[config.mk]
export PLATFORM = sky130hd
export DESIGN_NAME = mac_regfile
export DESIGN_NICKNAME = d
export VERILOG_FILES = /design/src/rtl/mac_regs_pkg.sv /design/src/rtl/mac_srst_seq.sv /design/src/rtl/mac_int_ctrl.sv /design/src/rtl/mac_cfg_regs.sv /design/src/rtl/mac_regfile.sv
export SDC_FILE = /design/constraint.sdc
export NUM_CORES = 1
export LEC_CHECK = 0
export BUFFER_PORTS_ARGS = -buffer_cell sky130_fd_sc_hd__buf_2
export CELL_PAD_IN_SITES_DETAIL_PLACEMENT = 1
export CELL_PAD_IN_SITES_GLOBAL_PLACEMENT = 2
export CORE_ASPECT_RATIO = 0.75
export CORE_UTILIZATION = 37
export DETAILED_ROUTE_END_ITERATION = 16
export PLACE_DENSITY = 0.88
export SLEW_MARGIN = 20
export SYNTH_ARGS = -nofsm -noshare
export SYNTH_HDL_FRONTEND = slang
export SYNTH_SLANG_ARGS = --single-unit
export TNS_END_PERCENT = 5
[constraint.sdc]
create_clock -name clk -period 10.4 [get_ports clk]
set_clock_uncertainty 0.15 [all_clocks]
set_input_delay 1.56 -clock clk [delete_from_list [all_inputs] [get_ports clk]]
set_output_delay 1.56 -clock clk [all_outputs]
set_load 0.01 [all_outputs]
[src/rtl/mac_regs_pkg.sv]
package mac_regs_pkg;

  localparam int unsigned WORD_W = 32;
  localparam int unsigned HALF_W = 16;

  // word indices
  localparam int unsigned IX_CTRL   = 0;
  localparam int unsigned IX_IEN    = 1;
  localparam int unsigned IX_ISTAT  = 2;
  localparam int unsigned IX_LIST0  = 3;   // transmit list, receive list follows
  localparam int unsigned NUM_LIST  = 2;
  localparam int unsigned IX_PLAIN0 = IX_LIST0 + NUM_LIST;
  localparam int unsigned NUM_PLAIN = 6;

  // command word bit positions
  localparam int unsigned B_SWR  = 24;
  localparam int unsigned B_TXON = 8;
  localparam int unsigned B_LONG = 1;
  localparam int unsigned B_RXON = 0;

  localparam logic [WORD_W-1:0] ISTAT_MASK = 32'h0185_0F19;
  localparam logic [WORD_W-1:0] LIST_RST   = 32'hFFFF_FFFC;

  typedef struct packed {
    logic tx_on;
    logic rx_on;
    logic long_ok;
  } mac_ctrl_t;

  function automatic logic [WORD_W-1:0] plain_rst(input int unsigned k);
    case (k)
      0:       return 32'h0000_0101;
      1:       return 32'h0000_0800;
      2:       return 32'h0000_7FFF;
      3:       return 32'h0090_0000;
      default: return '0;
    endcase
  endfunction

endpackage

[src/rtl/mac_srst_seq.sv]
module mac_srst_seq #(
  parameter int unsigned SRST_CYCLES = 8
) (
  input  logic clk,
  input  logic rst_n,
  input  logic start,
  output logic busy
);
  localparam int unsigned CNT_W = $clog2(SRST_CYCLES + 1);
  localparam logic [CNT_W-1:0] LOAD = CNT_W'(SRST_CYCLES);

  logic [CNT_W-1:0] cnt_q, cnt_d;
  logic             cnt_en;

  always_comb begin
    cnt_en = start | busy;
    cnt_d  = start ? LOAD : (cnt_q - CNT_W'(1));
  end

  always_ff @(posedge clk or negedge rst_n) begin
    if (!rst_n)      cnt_q <= '0;
    else if (cnt_en) cnt_q <= cnt_d;
  end

  assign busy = (cnt_q != '0);
endmodule

[src/rtl/mac_int_ctrl.sv]
module mac_int_ctrl
  import mac_regs_pkg::*;
(
  input  logic              clk,
  input  logic              rst_n,
  input  logic              restore,
  input  logic              ien_we,
  input  logic              ist_we,
  input  logic [WORD_W-1:0] wdata,
  input  logic [HALF_W-1:0] tx_evt,
  input  logic [HALF_W-1:0] rx_evt,
  output logic [WORD_W-1:0] ien_q,
  output logic [WORD_W-1:0] ist_q,
  output logic              tx_irq,
  output logic              rx_irq
);
  logic [WORD_W-1:0] evt_vec;
  assign evt_vec = {tx_evt, rx_evt};

  for (genvar b = 0; b < WORD_W; b++) begin : g_bit
    if (ISTAT_MASK[b]) begin : g_live
      logic ien_bit, ien_nxt, ien_en;
      logic ist_bit, ist_nxt, ist_en;

      always_comb begin
        ien_en  = restore | ien_we;
        ien_nxt = restore ? 1'b0 : wdata[b];
        ist_en  = restore | ist_we | evt_vec[b];
        if (restore)                 ist_nxt = 1'b0;
        else if (evt_vec[b])         ist_nxt = 1'b1;
        else if (ist_we && wdata[b]) ist_nxt = 1'b0;
        else                         ist_nxt = ist_bit;
      end

      always_ff @(posedge clk or negedge rst_n) begin
        if (!rst_n)      ien_bit <= 1'b0;
        else if (ien_en) ien_bit <= ien_nxt;
      end

      always_ff @(posedge clk or negedge rst_n) begin
        if (!rst_n)      ist_bit <= 1'b0;
        else if (ist_en) ist_bit <= ist_nxt;
      end

      assign ien_q[b] = ien_bit;
      assign ist_q[b] = ist_bit;
    end else begin : g_tied
      logic unused_bit;
      assign unused_bit = wdata[b] ^ evt_vec[b];
      assign ien_q[b]   = 1'b0;
      assign ist_q[b]   = 1'b0;
    end
  end

  assign tx_irq = |(ist_q[WORD_W-1:HALF_W] & ien_q[WORD_W-1:HALF_W]);
  assign rx_irq = |(ist_q[HALF_W-1:0] & ien_q[HALF_W-1:0]);
endmodule

[src/rtl/mac_cfg_regs.sv]
module mac_cfg_regs
  import mac_regs_pkg::*;
#(
  parameter int unsigned IDX_W = 6
) (
  input  logic                            clk,
  input  logic                            rst_n,
  input  logic                            restore,
  input  logic                            we,
  input  logic [IDX_W-1:0]                idx,
  input  logic [WORD_W-1:0]               wdata,
  output mac_ctrl_t                       ctrl_q,
  output logic [NUM_LIST-1:0][WORD_W-1:0] list_q,
  output logic [NUM_PLAIN-1:0][WORD_W-1:0] plain_q
);
  // command word
  mac_ctrl_t ctrl_d;
  logic      ctrl_en;

  always_comb begin
    ctrl_en = restore | (we && idx == IDX_W'(IX_CTRL));
    if (restore) ctrl_d = '0;
    else begin
      ctrl_d.tx_on   = wdata[B_TXON];
      ctrl_d.rx_on   = wdata[B_RXON];
      ctrl_d.long_ok = wdata[B_LONG];
    end
  end

  always_ff @(posedge clk or negedge rst_n) begin
    if (!rst_n)       ctrl_q <= '0;
    else if (ctrl_en) ctrl_q <= ctrl_d;
  end

  // descriptor list start words, writable only while both engines are off
  logic list_open;
  assign list_open = !ctrl_q.tx_on && !ctrl_q.rx_on;

  for (genvar j = 0; j < NUM_LIST; j++) begin : g_list
    logic              en;
    logic [WORD_W-1:0] d;
    always_comb begin
      en = restore | (we && list_open && idx == IDX_W'(IX_LIST0 + j));
      d  = restore ? LIST_RST : {wdata[WORD_W-1:2], 2'b00};
    end
    always_ff @(posedge clk or negedge rst_n) begin
      if (!rst_n)  list_q[j] <= LIST_RST;
      else if (en) list_q[j] <= d;
    end
  end

  // plain configuration words
  for (genvar k = 0; k < NUM_PLAIN; k++) begin : g_plain
    localparam logic [WORD_W-1:0] RV = plain_rst(k);
    logic              en;
    logic [WORD_W-1:0] d;
    always_comb begin
      en = restore | (we && idx == IDX_W'(IX_PLAIN0 + k));
      d  = restore ? RV : wdata;
    end
    always_ff @(posedge clk or negedge rst_n) begin
      if (!rst_n)  plain_q[k] <= RV;
      else if (en) plain_q[k] <= d;
    end
  end
endmodule

[src/rtl/mac_regfile.sv]
module mac_regfile
  import mac_regs_pkg::*;
#(
  parameter int unsigned ADDR_W      = 8,
  parameter int unsigned SRST_CYCLES = 8
) (
  input  logic              clk,
  input  logic              rst_n,
  input  logic [ADDR_W-1:0] bus_addr,
  input  logic              bus_wr,
  input  logic              bus_rd,
  input  logic [31:0]       bus_wdata,
  output logic [31:0]       bus_rdata,
  input  logic [15:0]       tx_evt,
  input  logic [15:0]       rx_evt,
  output logic              tx_irq,
  output logic              rx_irq,
  output logic              tx_en,
  output logic              rx_en,
  output logic              long_pkt_en,
  output logic              srst_busy
);
  localparam int unsigned IDX_W = ADDR_W - 2;

  // asynchronous assert, synchronous release
  logic [1:0] rst_pipe_q;
  logic       rst_n_int;
  always_ff @(posedge clk or negedge rst_n) begin
    if (!rst_n) rst_pipe_q <= 2'b00;
    else        rst_pipe_q <= {rst_pipe_q[0], 1'b1};
  end
  assign rst_n_int = rst_pipe_q[1];

  logic [IDX_W-1:0] idx;
  logic [1:0]       unused_addr_lo;
  assign idx            = bus_addr[ADDR_W-1:2];
  assign unused_addr_lo = bus_addr[1:0];

  // soft reset control
  logic srst_start, restore, wr_ok;
  assign srst_start = bus_wr && !srst_busy && idx == IDX_W'(IX_CTRL) && bus_wdata[B_SWR];
  assign restore    = srst_start | srst_busy;
  assign wr_ok      = bus_wr && !restore;

  mac_srst_seq #(.SRST_CYCLES(SRST_CYCLES)) u_srst (
    .clk   (clk),
    .rst_n (rst_n_int),
    .start (srst_start),
    .busy  (srst_busy)
  );

  mac_ctrl_t                        ctrl_q;
  logic [NUM_LIST-1:0][WORD_W-1:0]  list_q;
  logic [NUM_PLAIN-1:0][WORD_W-1:0] plain_q;

  mac_cfg_regs #(.IDX_W(IDX_W)) u_cfg (
    .clk     (clk),
    .rst_n   (rst_n_int),
    .restore (restore),
    .we      (wr_ok),
    .idx     (idx),
    .wdata   (bus_wdata),
    .ctrl_q  (ctrl_q),
    .list_q  (list_q),
    .plain_q (plain_q)
  );

  logic [WORD_W-1:0] ien_q, ist_q;

  mac_int_ctrl u_int (
    .clk     (clk),
    .rst_n   (rst_n_int),
    .restore (restore),
    .ien_we  (wr_ok && idx == IDX_W'(IX_IEN)),
    .ist_we  (wr_ok && idx == IDX_W'(IX_ISTAT)),
    .wdata   (bus_wdata),
    .tx_evt  (tx_evt),
    .rx_evt  (rx_evt),
    .ien_q   (ien_q),
    .ist_q   (ist_q),
    .tx_irq  (tx_irq),
    .rx_irq  (rx_irq)
  );

  assign tx_en       = ctrl_q.tx_on;
  assign rx_en       = ctrl_q.rx_on;
  assign long_pkt_en = ctrl_q.long_ok;

  // read path
  logic [WORD_W-1:0] rd_mux, rd_nxt;

  always_comb begin
    rd_mux = '0;
    if (idx == IDX_W'(IX_CTRL)) begin
      rd_mux[B_TXON] = ctrl_q.tx_on;
      rd_mux[B_RXON] = ctrl_q.rx_on;
      rd_mux[B_LONG] = ctrl_q.long_ok;
    end
    if (idx == IDX_W'(IX_IEN))   rd_mux = ien_q;
    if (idx == IDX_W'(IX_ISTAT)) rd_mux = ist_q;
    for (int j = 0; j < NUM_LIST; j++)
      if (idx == IDX_W'(IX_LIST0 + j)) rd_mux = list_q[j];
    for (int k = 0; k < NUM_PLAIN; k++)
      if (idx == IDX_W'(IX_PLAIN0 + k)) rd_mux = plain_q[k];
    rd_nxt = srst_busy ? '0 : rd_mux;
  end

  always_ff @(posedge clk or negedge rst_n_int) begin
    if (!rst_n_int)  bus_rdata <= '0;
    else if (bus_rd) bus_rdata <= rd_nxt;
  end
endmodule

==> flow_metrics.tcl <==
set metrics [dict create \
    grt_usage 0.276 \
    power_density_mw_per_mm2 165 \
    mostFrequentLayoutCells "nand2_1, a21oi_1, dfrtp_1" \
    critPathArrivalTime_ns 5.41 \
    grt_pass1_vias 14644 \
    slowest_delay_ns 0.81 \
    multiInputGateArea_sq_mm 0.00671 \
    post-route-cell-area_sq_mm 0.0173 \
    max_slew_margin 0.190 \
    synth_cell_types 57 \
    hold-worst-slack_ns 0.177 \
    yosysSeqAreaShare 0.514 \
    dieArea_sq_mm 0.0428 \
    drtIter0Drc 1369 \
    endpoint_kind "flip-flop" \
    fin_util 0.420 \
    peakVddDrop_mv 0.138 \
    row_count 64 \
    status "completed" \
    final-setup-viol-count 0 \
    seqCellArea_sq_mm 0.00799 \
    start_util 0.378 \
    core_area_sq_mm 0.0411 \
    p_total_w 0.00285 \
    clk_pin_slew_ns 0.06 \
    timing.fmax_mhz 196 \
    die_y_um 179 \
    drv_cap 0 \
    nets 1872 \
    rsz0062_at_grt "no" \
    postSynthCellCount 1822 \
    drive_above_1_share 0.156 \
    period_share 0.491 \
    overflow 0 \
    final.setup.tns_ns 0 \
    syn_area_sq_mm 0.0155 \
    cts_hold_buf 0 \
    grt_pass1_wl_um 90300 \
    viasPerCell 5.91 \
    port_buffers 90 \
    synth_edf_count 0 \
    layout_min_cycle_time_ns 5.11 \
    synth_nets 1900 \
    fillCellCount 4836 \
    cp_slowest_cell "nand2_2" \
    cp_max_fo 75 \
    cp.required_ns 10.70 \
    worstMarginPinSlew_ns 1.21 \
    area_growth_syn_to_layout_pct 11.1 \
    cts_sinks 315 \
    ant_nets 0 \
    hpwl_um 34300 \
    htree_levels 2 \
    cts_tree "done" \
    hold_path_class "reg -> async" \
    drt-total-wl_um 58800 \
    final_common_cell "nand2_1" \
    clock_path_buffers 3 \
    finalMaxSlewViolations 0 \
    clk_latency_ns 0.52 \
    synth_area_per_cell_sq_um 8.53 \
    vias 14094 \
    critPathKind "in -> reg" \
    ios 114 \
    path_cells "buf_4, buf_4, nand2_1, nor2_4, nand2_2, a211o_1" \
    grt_max_degree 163 \
    yosys_warnings 0 \
    antenna_found_initial 5 \
    path_common_cell "buf_4" \
    place_area_sq_mm 0.0161 \
    start_kind "primary input" \
    die_w_um 239 \
    post_cts_resized 0 \
    ys.flop_type "dfrtp_1" \
    drc 0 \
    cts_root_buffer "clkbuf_16" \
    cts_buffers 36 \
    hold_viol 0 \
    cellLeakagePower_nw 7.25 \
    cts_setup_buffers 0 \
    ys_async_sr_fraction 1.00 \
    gp_congestion 0.837 \
    synth_seq_cells 315 \
    wl_per_cell_um 24.7 \
    firstDrtPassIters 5 \
]
-- worst paths after layout --
check	slack [ns]	endpoint	cells after the start	startpoint
worst max register to register	7.49	u_cfg.list_q[46]	7	u_srst.cnt_q[0]
worst min-delay path	0.18	u_cfg.plain_q[152]	0	rst_pipe_q[1]
min in group clk	0.20	rst_pipe_q[1]	0	rst_pipe_q[0]
worst min register to register	0.18	u_cfg.plain_q[152]	0	rst_pipe_q[1]
worst max-delay path	5.29	u_cfg.list_q[24]	6	bus_addr[3]
max in group asynchronous	7.81	u_cfg.plain_q[10]	2	rst_pipe_q[1]
-- metrics by stage --
| stage | instances | worst slack [ns] |
|---|---|---|
| final | 2383 | 5.29 |
| after global routing | 2383 | 5.24 |
| after CTS | 2381 | 5.34 |
| after detailed placement | 2317 | 4.78 |
| after global placement | 2317 | 4.88 |
| after floorplan | 1822 | 0.961 |
-- area by class of cell --
| type | count | share of cell area |
|---|---|---|
| Multi-Input combinational cell | 1307 | 0.389 |
| Timing Repair Buffer | 120 | 0.0404 |
| Clock buffer | 56 | 0.0606 |
| Antenna cell | 2 | 0.000290 |
| Sequential cell | 315 | 0.462 |
| Clock inverter | 8 | 0.00377 |
| Tap cell | 561 | 0.0406 |
| Inverter | 14 | 0.00304 |
-- flip-flops by register name, summed over array words and instances (netlist names) --
| signal | count |
|---|---|
| u_int.g_bit.g_live.ien_bit | 11 |
| rst_pipe_q | 2 |
| bus_rdata | 32 |
| u_srst.cnt_q | 4 |
| u_cfg.list_q | 60 |
| u_int.g_bit.g_live.ist_bit | 11 |
| u_cfg.ctrl_q | 3 |
| u_cfg.plain_q | 192 |
-- logic make-up after synthesis --
kind of cell / share of synthesized area
simple gates: 0.207
compound gates: 0.195
flops: 0.514
buf+inv: 0.0573
mux: 0.0246
fa+ha+maj: 0.00161
xor+xnor: 0.00113
other cells: 0.000241
-- critical path, delay by kind of cell --
family	cells	cell delay, ns
simple gates	3	1.88
compound gates	1	0.49
buf+inv	2	1.37
-- synth_stat cells, types with 13 or more instances --
master / number / area (sq um)
a211oi_1: 25 / 188
a21o_1: 33 / 248
a21oi_1: 290 / 1450
a22oi_1: 39 / 293
buf_2: 82 / 410
clkbuf_1: 93 / 349
dfrtp_1: 235 / 5880
dfstp_2: 80 / 2100
inv_1: 13 / 48.8
mux2i_1: 19 / 190
nand2_1: 558 / 2090
nand2b_1: 22 / 138
nand3_1: 86 / 430
nor2_1: 39 / 146
nor3_1: 22 / 110
o21ai_0: 43 / 215
o21ai_1: 19 / 95.1
o2bb2ai_1: 14 / 123
-- report_power, final --
part / total (W) / switching [W] / internal (W)
Sequential: 0.00127 / 0.0000221 / 0.00125
Combinational: 0.000348 / 0.000273 / 0.0000751
Clock: 0.00123 / 0.000510 / 0.000717
Total: 0.00285 / 0.000805 / 0.00204
-- routing by layer --
metal | vias to the layer above | wire [um] | track usage
li1 | 6134 | - | -
met1 | 7293 | 26400 | 0.398
met2 | 544 | 26100 | 0.415
met3 | 119 | 4690 | 0.0567
met4 | 4 | 1560 | 0.0856
met5 | - | 27 | 0
Power figures use the tool's default switching activity.
